<file path="config.mk">
export PLATFORM = sky130hd
export DESIGN_NAME = audfifo_top
export DESIGN_NICKNAME = d
export VERILOG_FILES = /design/src/rtl/audfifo_pkg.sv /design/src/rtl/audfifo_store.sv /design/src/rtl/audfifo_levels.sv /design/src/rtl/audfifo_irq.sv /design/src/rtl/audfifo_top.sv
export SDC_FILE = /design/constraint.sdc
export NUM_CORES = 2
export LEC_CHECK = 0
export BUFFER_PORTS_ARGS = -buffer_cell sky130_fd_sc_hd__buf_2
export CAP_MARGIN = 20
export CORE_MARGIN = 2
export CORE_UTILIZATION = 56
export CTS_CLUSTER_SIZE = 12
export DETAILED_ROUTE_END_ITERATION = 8
export HOLD_SLACK_MARGIN = 0.15
export PLACE_DENSITY = 0.75
export SLEW_MARGIN = 20
export SYNTH_ARGS = -nofsm -noshare
export SYNTH_HDL_FRONTEND = slang
export SYNTH_SLANG_ARGS = --single-unit
export TNS_END_PERCENT = 100
</file>
<file path="constraint.sdc">
create_clock -name clk -period 3.4 [get_ports clk]
set_input_delay 0.51 -clock clk [delete_from_list [all_inputs] [get_ports clk]]
set_output_delay 0.51 -clock clk [all_outputs]
set_load 0.01 [all_outputs]
</file>
<file path="src/rtl/audfifo_pkg.sv">
package audfifo_pkg;
    localparam int NUM_SRC = 10;
    localparam int SRC_LSB = 21;

    typedef enum logic [3:0] {
        SRC_PARITY   = 4'd0,
        SRC_UNDERRUN = 4'd1,
        SRC_OVERRUN  = 4'd2,
        SRC_EMPTY    = 4'd3,
        SRC_AEMPTY   = 4'd4,
        SRC_FULL     = 4'd5,
        SRC_AFULL    = 4'd6,
        SRC_SYNC     = 4'd7,
        SRC_LOCK     = 4'd8,
        SRC_BEGIN    = 4'd9
    } src_e;

    typedef logic [NUM_SRC-1:0] src_vec_t;

    localparam int OFS_CTRL = 'h000;
    localparam int OFS_FLAG = 'h004;
    localparam int OFS_FCTL = 'h008;
    localparam int OFS_STAT = 'h00C;
    localparam int OFS_DATA = 'h100;

    localparam int B_REGRST = 8;
    localparam int B_FLUSH  = 10;
    localparam int B_STREAM = 19;
    localparam int B_GLOBAL = 31;
    localparam int AF_LSB   = 16;

    localparam logic [31:0] CTRL_DEFAULT = 32'h0000_0500;
endpackage

</file>
<file path="src/rtl/audfifo_store.sv">
module audfifo_store #(
    parameter int DEPTH = 64,
    parameter int DW    = 32,
    parameter int CNT_W = $clog2(DEPTH + 1)
) (
    input  logic             clk,
    input  logic             rst_n,
    input  logic             flush_i,
    input  logic             push_i,
    input  logic [DW-1:0]    pdata_i,
    input  logic             pop_i,
    output logic [DW-1:0]    head_o,
    output logic [CNT_W-1:0] cnt_o,
    output logic             overrun_o,
    output logic             underrun_o
);
    localparam int PTR_W = $clog2(DEPTH);

    logic [DW-1:0]    mem [DEPTH];
    logic [PTR_W-1:0] wr_q, rd_q;
    logic [CNT_W-1:0] cnt_q;
    logic             push_ok, pop_ok;

    assign push_ok    = push_i && (cnt_q != CNT_W'(DEPTH));
    assign pop_ok     = pop_i && (cnt_q != '0);
    assign overrun_o  = push_i && !push_ok;
    assign underrun_o = pop_i && !pop_ok;
    assign cnt_o      = cnt_q;
    assign head_o     = (cnt_q != '0) ? mem[rd_q] : '0;

    function automatic logic [PTR_W-1:0] step(input logic [PTR_W-1:0] p);
        return (p == PTR_W'(DEPTH - 1)) ? '0 : p + 1'b1;
    endfunction

    always_ff @(posedge clk) begin
        if (push_ok && !flush_i) begin
            mem[wr_q] <= pdata_i;
        end
    end

    always_ff @(posedge clk or negedge rst_n) begin
        if (!rst_n) begin
            wr_q  <= '0;
            rd_q  <= '0;
            cnt_q <= '0;
        end else if (flush_i) begin
            wr_q  <= '0;
            rd_q  <= '0;
            cnt_q <= '0;
        end else begin
            if (push_ok) wr_q <= step(wr_q);
            if (pop_ok)  rd_q <= step(rd_q);
            unique case ({push_ok, pop_ok})
                2'b10:   cnt_q <= cnt_q + 1'b1;
                2'b01:   cnt_q <= cnt_q - 1'b1;
                default: cnt_q <= cnt_q;
            endcase
        end
    end

    p_count_bound_r3: assert property (@(posedge clk) disable iff (!rst_n)
        cnt_q <= CNT_W'(DEPTH));
    p_full_drop_r5: assert property (@(posedge clk) disable iff (!rst_n)
        (push_i && !pop_i && !flush_i && cnt_q == CNT_W'(DEPTH)) |=> (cnt_q == CNT_W'(DEPTH)));
    p_empty_pop_r5: assert property (@(posedge clk) disable iff (!rst_n)
        (pop_i && cnt_q == '0) |-> (head_o == '0));
    p_flush_r6: assert property (@(posedge clk) disable iff (!rst_n)
        flush_i |=> (cnt_q == '0));
endmodule

</file>
<file path="src/rtl/audfifo_levels.sv">
module audfifo_levels #(
    parameter int DEPTH = 64,
    parameter int CNT_W = $clog2(DEPTH + 1)
) (
    input  logic [CNT_W-1:0] cnt_i,
    input  logic [CNT_W-1:0] ae_thr_i,
    input  logic [CNT_W-1:0] af_thr_i,
    output logic             empty_o,
    output logic             aempty_o,
    output logic             full_o,
    output logic             afull_o
);
    always_comb begin
        empty_o  = (cnt_i == '0);
        full_o   = (cnt_i == CNT_W'(DEPTH));
        aempty_o = (cnt_i <= ae_thr_i);
        afull_o  = (cnt_i >= af_thr_i);
    end

    always_comb begin
        if (empty_o && full_o) begin
            p_levels_excl_r4: assert (1'b0) else $error("empty and full together");
        end
    end
endmodule

</file>
<file path="src/rtl/audfifo_irq.sv">
module audfifo_irq
    import audfifo_pkg::*;
(
    input  logic     clk,
    input  logic     rst_n,
    input  src_vec_t set_i,
    input  src_vec_t clr_i,
    input  src_vec_t enable_i,
    input  logic     global_i,
    output src_vec_t flags_o,
    output logic     irq_o
);
    src_vec_t flags_q;

    for (genvar i = 0; i < NUM_SRC; i++) begin : g_flag
        always_ff @(posedge clk or negedge rst_n) begin
            if (!rst_n) begin
                flags_q[i] <= 1'b0;
            end else if (set_i[i]) begin
                flags_q[i] <= 1'b1;
            end else if (clr_i[i]) begin
                flags_q[i] <= 1'b0;
            end
        end

        p_sticky_r8: assert property (@(posedge clk) disable iff (!rst_n)
            (flags_q[i] && !clr_i[i]) |=> flags_q[i]);
        p_set_wins_r8: assert property (@(posedge clk) disable iff (!rst_n)
            set_i[i] |=> flags_q[i]);
        p_clear_r8: assert property (@(posedge clk) disable iff (!rst_n)
            (clr_i[i] && !set_i[i]) |=> !flags_q[i]);
    end

    assign flags_o = flags_q;
    assign irq_o   = global_i && |(flags_q & enable_i);
endmodule

</file>
<file path="src/rtl/audfifo_top.sv">
module audfifo_top
    import audfifo_pkg::*;
#(
    parameter int DEPTH    = 64,
    parameter int ADDR_W   = 9,
    parameter int AE_RESET = 32,
    parameter int AF_RESET = 32
) (
    input  logic              clk,
    input  logic              rst_n,
    input  logic              bus_wr,
    input  logic              bus_rd,
    input  logic [ADDR_W-1:0] bus_addr,
    input  logic [31:0]       bus_wdata,
    output logic [31:0]       bus_rdata,
    input  logic              st_push,
    input  logic [31:0]       st_pdata,
    input  logic              st_left,
    input  logic              st_pop,
    output logic [31:0]       st_rdata,
    input  logic              ev_parity,
    input  logic              ev_sync_err,
    input  logic              ev_lock,
    input  logic              ev_block_begin,
    output logic              irq
);
    localparam int CNT_W = $clog2(DEPTH + 1);
    localparam int PAD_W = 16 - CNT_W;

    logic [31:0]      ctrl_q;
    logic [CNT_W-1:0] ae_q, af_q;
    logic             last_left_q;

    logic sel_ctrl, sel_flag, sel_fctl, sel_stat, sel_data;
    logic stream_mode, regrst, flush;
    logic fifo_push, fifo_pop, ovr, udr;
    logic [31:0] fifo_pdata, head;
    logic [CNT_W-1:0] cnt;
    logic lv_empty, lv_aempty, lv_full, lv_afull;
    src_vec_t src_set, flag_clr, flags;
    logic [31:0] stat_w, rd_mux;

    assign sel_ctrl = (bus_addr == ADDR_W'(OFS_CTRL));
    assign sel_flag = (bus_addr == ADDR_W'(OFS_FLAG));
    assign sel_fctl = (bus_addr == ADDR_W'(OFS_FCTL));
    assign sel_stat = (bus_addr == ADDR_W'(OFS_STAT));
    assign sel_data = (bus_addr == ADDR_W'(OFS_DATA));

    assign stream_mode = ctrl_q[B_STREAM];
    assign regrst      = bus_wr && sel_ctrl && !bus_wdata[B_REGRST];
    assign flush       = bus_wr && sel_ctrl && !bus_wdata[B_FLUSH];

    // buffer ownership
    always_comb begin
        if (stream_mode) begin
            fifo_push  = st_push;
            fifo_pdata = st_pdata;
            fifo_pop   = st_pop;
        end else begin
            fifo_push  = bus_wr && sel_data;
            fifo_pdata = bus_wdata;
            fifo_pop   = bus_rd && sel_data;
        end
    end

    audfifo_store #(.DEPTH(DEPTH), .DW(32), .CNT_W(CNT_W)) u_store (
        .clk        (clk),
        .rst_n      (rst_n),
        .flush_i    (flush),
        .push_i     (fifo_push),
        .pdata_i    (fifo_pdata),
        .pop_i      (fifo_pop),
        .head_o     (head),
        .cnt_o      (cnt),
        .overrun_o  (ovr),
        .underrun_o (udr)
    );

    audfifo_levels #(.DEPTH(DEPTH), .CNT_W(CNT_W)) u_levels (
        .cnt_i    (cnt),
        .ae_thr_i (ae_q),
        .af_thr_i (af_q),
        .empty_o  (lv_empty),
        .aempty_o (lv_aempty),
        .full_o   (lv_full),
        .afull_o  (lv_afull)
    );

    always_comb begin
        src_set = '0;
        src_set[int'(SRC_PARITY)]   = ev_parity;
        src_set[int'(SRC_UNDERRUN)] = udr;
        src_set[int'(SRC_OVERRUN)]  = ovr;
        src_set[int'(SRC_EMPTY)]    = lv_empty;
        src_set[int'(SRC_AEMPTY)]   = lv_aempty;
        src_set[int'(SRC_FULL)]     = lv_full;
        src_set[int'(SRC_AFULL)]    = lv_afull;
        src_set[int'(SRC_SYNC)]     = ev_sync_err;
        src_set[int'(SRC_LOCK)]     = ev_lock;
        src_set[int'(SRC_BEGIN)]    = ev_block_begin;
    end

    assign flag_clr = (bus_wr && sel_flag) ? ~bus_wdata[SRC_LSB +: NUM_SRC] : '0;

    audfifo_irq u_irq (
        .clk      (clk),
        .rst_n    (rst_n),
        .set_i    (src_set),
        .clr_i    (flag_clr),
        .enable_i (ctrl_q[SRC_LSB +: NUM_SRC]),
        .global_i (ctrl_q[B_GLOBAL]),
        .flags_o  (flags),
        .irq_o    (irq)
    );

    // configuration registers
    always_ff @(posedge clk or negedge rst_n) begin
        if (!rst_n) begin
            ctrl_q <= CTRL_DEFAULT;
            ae_q   <= CNT_W'(AE_RESET);
            af_q   <= CNT_W'(AF_RESET);
        end else if (regrst) begin
            ctrl_q <= CTRL_DEFAULT;
            ae_q   <= CNT_W'(AE_RESET);
            af_q   <= CNT_W'(AF_RESET);
        end else begin
            if (bus_wr && sel_ctrl) begin
                ctrl_q <= bus_wdata | (32'd1 << B_REGRST) | (32'd1 << B_FLUSH);
            end
            if (bus_wr && sel_fctl) begin
                ae_q <= bus_wdata[CNT_W-1:0];
                af_q <= bus_wdata[AF_LSB +: CNT_W];
            end
        end
    end

    always_ff @(posedge clk or negedge rst_n) begin
        if (!rst_n) begin
            last_left_q <= 1'b0;
        end else if (stream_mode && st_push && !lv_full) begin
            last_left_q <= st_left;
        end
    end

    assign st_rdata = stream_mode ? head : '0;

    always_comb begin
        stat_w = '0;
        stat_w[CNT_W-1:0] = cnt;
        stat_w[SRC_LSB + int'(SRC_PARITY)]   = ev_parity;
        stat_w[SRC_LSB + int'(SRC_UNDERRUN)] = flags[int'(SRC_UNDERRUN)];
        stat_w[SRC_LSB + int'(SRC_OVERRUN)]  = flags[int'(SRC_OVERRUN)];
        stat_w[SRC_LSB + int'(SRC_EMPTY)]    = lv_empty;
        stat_w[SRC_LSB + int'(SRC_AEMPTY)]   = lv_aempty;
        stat_w[SRC_LSB + int'(SRC_FULL)]     = lv_full;
        stat_w[SRC_LSB + int'(SRC_AFULL)]    = lv_afull;
        stat_w[SRC_LSB + int'(SRC_SYNC)]     = ev_sync_err;
        stat_w[SRC_LSB + int'(SRC_LOCK)]     = ev_lock;
        stat_w[SRC_LSB + int'(SRC_BEGIN)]    = ev_block_begin;
        stat_w[31] = last_left_q;
    end

    always_comb begin
        rd_mux = '0;
        if (sel_ctrl)      rd_mux = ctrl_q;
        else if (sel_flag) rd_mux = {1'b0, flags, 21'd0};
        else if (sel_fctl) rd_mux = {{PAD_W{1'b0}}, af_q, {PAD_W{1'b0}}, ae_q};
        else if (sel_stat) rd_mux = stat_w;
        else if (sel_data) rd_mux = stream_mode ? 32'd0 : head;
    end

    always_ff @(posedge clk or negedge rst_n) begin
        if (!rst_n) begin
            bus_rdata <= '0;
        end else if (bus_rd) begin
            bus_rdata <= rd_mux;
        end
    end

    p_regrst_fctl_r7: assert property (@(posedge clk) disable iff (!rst_n)
        regrst |=> (ae_q == CNT_W'(AE_RESET) && af_q == CNT_W'(AF_RESET)));
    p_quiet_r9: assert property (@(posedge clk) disable iff (!rst_n)
        !ctrl_q[B_GLOBAL] |-> !irq);
    p_bus_blocked_r10: assert property (@(posedge clk) disable iff (!rst_n)
        (stream_mode && bus_wr && sel_data && !st_push && !st_pop) |=> (cnt == $past(cnt)));
    p_stream_blocked_r10: assert property (@(posedge clk) disable iff (!rst_n)
        (!stream_mode && !bus_wr && !bus_rd && (st_push || st_pop)) |=> (cnt == $past(cnt)));
endmodule

</file>
Yosys cells after proc, flatten, opt, wreduce, memory -nomap -nowiden
Memories as Yosys holds them, arrays and structs flattened.
Cells that the tools add are included.
- input bits: 84
- word-level logic and storage cells: 125
- output and inout bits: 65
- register bits after elaboration: 108
- memories: 1
- RAM bits: 2048
- memories (name ; words ; bits a word ; read ports ; clocked after memory_dff ; write ports ; line ; source):
    u_store.mem ; 64 ; 32 ; 1 ; 0 ; 1 ; audfifo_store.sv:19 ; logic [DW-1:0] mem [DEPTH];
- magnitude comparators: 2
- eq/ne operators: 10
- bitwise gates (word level): 2
- add/sub/neg operators: 4
- reductions and logical operators: 40
- muxes and demuxes: 48
- operators by type and width (operator ; number):
    2-to-1 mux 32 bit ; 11
    2-to-1 mux 6 bit ; 6
    2-to-1 mux 7 bit ; 5
    nonzero test 2 bit ; 14
    2-to-1 mux 1 bit ; 24
    equality test 9 x 4 -> 1 bit, second input constant ; 2
    logical AND 1 bit ; 15
    one-hot mux 7 bit (2 select lines) ; 1
    adder 6 x 1 -> 6 bit, second input constant ; 2
    equality test 6 bit, second input constant ; 2
    AND 10 bit ; 1
    2-to-1 mux 10 bit ; 1
    inverter 10 bit ; 1
    OR reduction 10 bit ; 1
    equality test 9 x 3 -> 1 bit, second input constant ; 1
    equality test 9 bit, second input constant ; 1
    logical NOT 9 bit ; 1
    adder 7 x 1 -> 7 bit, second input constant ; 1
    equality test 7 bit, second input constant ; 1
    greater-or-equal comparator 7 bit ; 1
    less-or-equal comparator 7 bit ; 1
    logical NOT 7 bit ; 1
    inequality test 7 bit, second input constant ; 1
    nonzero test 7 bit ; 1
    5 further kinds ; 10

Depth between registers and ports, before layout
- word-level depth: 8
- mapped depth: 14
- mapped depth without buffers: 12

Modules after synthesis
A second synthesis with hierarchy kept.
- cell total of the unflattened synthesis: 4126
- area total of the unflattened synthesis: 84945.2 um^2
- modules (own cells, without submodules) (module ; area an instance (um^2) ; cells an instance ; sequential area each (um^2) ; instances):
    audfifo_store ; 79600.1 ; 3539 ; 61974.4 ; 1
    audfifo_top ; 4560.6 ; 500 ; 1929.4 ; 1
    audfifo_irq ; 430.4 ; 37 ; 250.2 ; 1
    audfifo_levels ; 354.1 ; 50 ; 0.0 ; 1

Least setup slack after synthesis
No wires, ideal clock.
- path type: input port to flip-flop
- from: input port bus_addr[5]
- to: memory u_store.mem[63][0] (enable)
- data arrival time: 3.369 ns
- library setup time: 0.421 ns
- required time: 2.979 ns
- buffers on the path: 1
- cell stages on the path: 6
- path slack: -0.390 ns
- cell sequence: nor4_1 > and4_1 > o21ai_4 > or3_2 > clkbuf_1 > nor2_1
- longest elaborated chain between the ends: 7
- elaborated cells on any way between the ends: 11
- those cells by class: eq/ne (1); mux (3); reduce/logical (7)
- RTL lines (item ; line ; source):
    start: declaration ; audfifo_top.sv:13 ; input logic [ADDR_W-1:0] bus_addr,
    equality test 9 bit / logical NOT 9 bit (equally long branches) ; audfifo_top.sv:47, audfifo_top.sv:43 ;
    logical AND 1 bit, on equally long branches ; audfifo_top.sv:60, audfifo_top.sv:51 ;
    2-to-1 mux 1 bit / logical AND 1 bit (equally long branches) ; audfifo_top.sv:55, audfifo_top.sv:51 ;
    logical AND 1 bit / logical NOT 1 bit (equally long branches) ; audfifo_store.sv:24, audfifo_store.sv:36 ;
    logical AND 1 bit (*) ; audfifo_store.sv:36 ; if (push_ok && !flush_i) begin
    2-to-1 mux 1 bit (*) ; audfifo_store.sv:36 ;
    2-to-1 mux 1 bit (not written as such) (*) ; audfifo_store.sv:37 ; mem[wr_q] <= pdata_i;
    end: declaration ; audfifo_store.sv:19 ;
Every way passes the cells marked *; elsewhere a longest branch is shown, timed or not.

Worst setup path in the final report
- from: register u_store.rd_q[0]
- to: output port st_rdata[31]
- longest elaborated chain between the ends: 3
- RTL lines (item ; line ; source):
    start: declaration ; audfifo_store.sv:20 ; logic [PTR_W-1:0] wr_q, rd_q;
    start signal: assignment ; audfifo_store.sv:52 ; if (pop_ok) rd_q <= step(rd_q);
    memory (64 x 32 bit) ; -- ;
    2-to-1 mux 32 bit ; audfifo_store.sv:29 ; assign head_o = (cnt_q != '0) ? mem[rd_q] : '0;
    2-to-1 mux 32 bit ; audfifo_top.sv:145 ; assign st_rdata = stream_mode ? head : '0;
    end: declaration ; audfifo_top.sv:20 ; output logic [31:0] st_rdata,
No other way between the ends.

==> reports/metrics.cfg <==
[hold_path]
worstHoldPathCells=4
holdPathEnd=u_irq.flags_o[2]
worstHoldStart=st_push
hp-class=input pin to flip-flop

[critical_path]
critical_path_buf_inv_count=4
start_kind=flip-flop
crit_arrival_ns=3.80
r2r-start=ctrl_q[19]
critical-path-top-delay-family=buffers and inverters
reg2reg_depth=9
crit_slowest_cell=dfrtp_4
cpMostUsedCell=buf_6
required_ns=2.89
slowest_delay_ns=0.57
reg2reg_slack_ns=0.22
r2r-end=u_store.mem[33][15]
crit_fanout=13
path_class=flip-flop to output port
end_kind=output port
cp_cell_sequence=buf_12 -> bufbuf_16 -> mux4_2 -> a22o_1 -> a221oi_2 -> o22ai_2 -> nor3_4 -> buf_6 -> nor2_4 -> buf_6

[timing]
worstMarginPinSlew_ns=1.09
skew_ns=0.0413
max_freq_ghz=0.232
rsz0062_at_grt=yes
min_period_ns=4.31
post-route-period-util_pct=127
tns_ns=-24.26
whs_ns=0.237
maxSlewViolCount=0
hold_viol_final=0
layout_setup_ws_ns=-0.910
maxSlewHeadroom_pct=27.6
finalSetupViolCount=32

[yosys]
seq_area_frac_synth_pct=76.2
synthCells=3947
async_flop_share_pct=4.92
synth_ff_type=edfxtp_1
synth-seq-cells=2154
syn_area_per_cell_sq_um=21.3
ys_warn_count=0
ys_types=78
synth_fp_nets=4049
syn_area_sq_um=84200
synth_edf_count=2048

[clock_tree]
clkSinkCount=2154
cts_root_buf=clkbuf_16
numCtsBuffers=207
clk_latency_ns=0.86
ctsLongestPathBuffers=3
clk_pin_slew_ns=0.06
cts_tree=yes
htreeDepth=4

[global_routing]
grt.total_usage_pct=30.6
grt.overflow.total=0
grt_pass1_wl_mm=329
gr-max-usage-layer=met2
antenna_found_initial=6
grt_use_met3_pct=8.50
met2_usage_pct=49.1
use_met1_pct=40.0
grt_pass1_vias=45700
grt_max_degree=96

[route]
vias=46400
wl_mm=240
avgViaCountPerCell=6.89
post_drt_wl_per_cell_um=35.6
drt-initial-drc-count=7449
dr.pass1.iters=7
post-route-drc-count=0
antenna_left=0

[place]
gp_congestion=0.907
portBuffers=148
dpl.cell_count=6264
hpwl_mm=133

[power]
vdd_ir_drop_max_uv=522
power.density_nw_per_um2=573
power.total_uw=57400
p_leak_uw=0.0321

[cells_and_area]
finalNonFillerCells=6734
syn_to_final_growth_pct=19.0
fin_nets=4706
layout_common_cells=edfxtp_1 (2,048), mux4_2 (539), buf_4 (279)
drive_gt1_share_pct=36.6
utilization_pct=67.0
final_common_cell=edfxtp_1

[outcome]
violations=negative setup slack
status=finished, violations left

[job]
cap_viol_max_count=0

[floorplanning]
initial_core_util_pct=56.3
die_area_sq_um=153000
ios=149
die_h_um=392
die_width_um=392
core_sq_um=150000
fp-row-count=142

final cells by class:
type	count	area (sq um)
diodes	3	7.51
clock buffers	275	5510
clock inverters	45	432
fillers	8975	49400
inverters	21	85.1
multi-input cells	1549	20300
flip-flops and latches	2154	64200
well taps	2016	2520
repair buffers	671	7190
per-stage QoR:
step           cell area, sq um  setup slack (ns)
5_1_grt                  100000            -0.950
4_1_cts                   98400            -0.847
6_report                 100000            -0.910
3_5_place_dp              91200            -0.421
2_1_floorplan             84200            -0.390
3_3_place_gp              91200            -0.414
registers in the layout (all words and copies together), names as in the netlist:
signal / flops
ae_q: 7
u_store.cnt_o: 7
u_irq.flags_o: 10
u_store.mem: 2048
bus_rdata: 32
af_q: 7
ctrl_q: 30
u_store.rd_q: 6
last_left_q: 1
u_store.wr_q: 6
tightest hold or removal path, cell delays in order:
cell	delay (ns)
buf_2	0.09
and2_1	0.22
nor2_1	0.08
o21ai_0	0.14
cells by family (layout without fill, tap and decap cells):
| family | count (synthesis) | in the layout | share of synthesized area [%] |
|---|---|---|---|
| DFF | 2154 | 2154 | 76.2 |
| AOI/OAI and AO/OA | 408 | 408 | 3.40 |
| muxes | 691 | 691 | 16.3 |
| xor gates and xnor gates | 10 | 10 | 0.104 |
| adders and majority gates | 18 | 18 | 0.268 |
| other | 0 | 3 | 0 |
| and+or+nand+nor | 422 | 422 | 2.27 |
| buffers and inverters | 244 | 1012 | 1.45 |
repair_timing:
action | CTS | global route
hold endpoints to repair | 169 | 0
buffers inserted | 15 | 70
resized for setup | 98 | 184
gates cloned | 5 | 16
hold buffers | 45 | 0
pin swaps | 7 | 59
endpoints found under the setup margin | 33 | 33
cell usage after synthesis, types with 3 or more instances:
library cell	number	area (sq um)
xor2_1	5	43.8
mux2i_1	95	951
edfxtp_1	2048	61500
a211oi_1	10	75.1
nand2b_1	12	75.1
o22ai_1	16	100
clkbuf_1	114	428
ha_1	18	225
and3_1	5	31.3
o221ai_1	8	70.1
o21ai_0	84	420
nand4_1	4	25.0
a221oi_1	57	499
o31ai_1	11	82.6
nor3_1	10	50.1
xnor2_1	5	43.8
a32oi_1	3	26.3
a31o_2	8	70.1
o211ai_1	5	37.5
o21a_1	3	22.5
nor2b_1	17	106
a31oi_1	8	50.1
a21oi_1	65	325
or3_1	4	25.0
a311oi_1	3	26.3
nand3b_1	4	30.0
inv_1	18	67.6
buf_1	26	97.6
nand2_1	139	522
buf_2	26	130
nor2_1	160	601
a2111oi_0	4	35.0
mux2_2	57	642
buf_4	44	330
nand3_1	29	145
nor4_1	4	25.0
mux4_2	539	12100
buf_6	12	135
and2_1	16	100
dfrtp_1	104	2600
a22oi_1	63	473
a22o_1	42	368
power by group:
| group | total [uW] | switching [uW] | internal, uW |
|---|---|---|---|
| combinational | 7210 | 3490 | 3720 |
| clock | 21000 | 9590 | 11400 |
| sequential | 29200 | 82.1 | 29100 |
how the worst max path moves through the flow:
stage	from	end	slack, ns	depth (start not counted)
floorplan	bus_addr[5]	u_store.mem[63][0]	-0.39	6
CTS	u_store.rd_q[0]	st_rdata[5]	-0.85	12
global placement	u_store.rd_q[0]	st_rdata[31]	-0.41	10
detailed placement	u_store.rd_q[0]	st_rdata[31]	-0.42	10
finish	u_store.rd_q[0]	st_rdata[31]	-0.91	10
global route	u_store.rd_q[0]	st_rdata[31]	-0.95	10
per-layer routing:
metal | part of all wire (%) | vias to the layer above
met3 | 13 | 650
li1 | - | 17900
met1 | 34 | 24000
met2 | 48 | 3842
met4 | 4.5 | 4
met5 | 0.0088 | -
(Power assumes the default switching activity.)
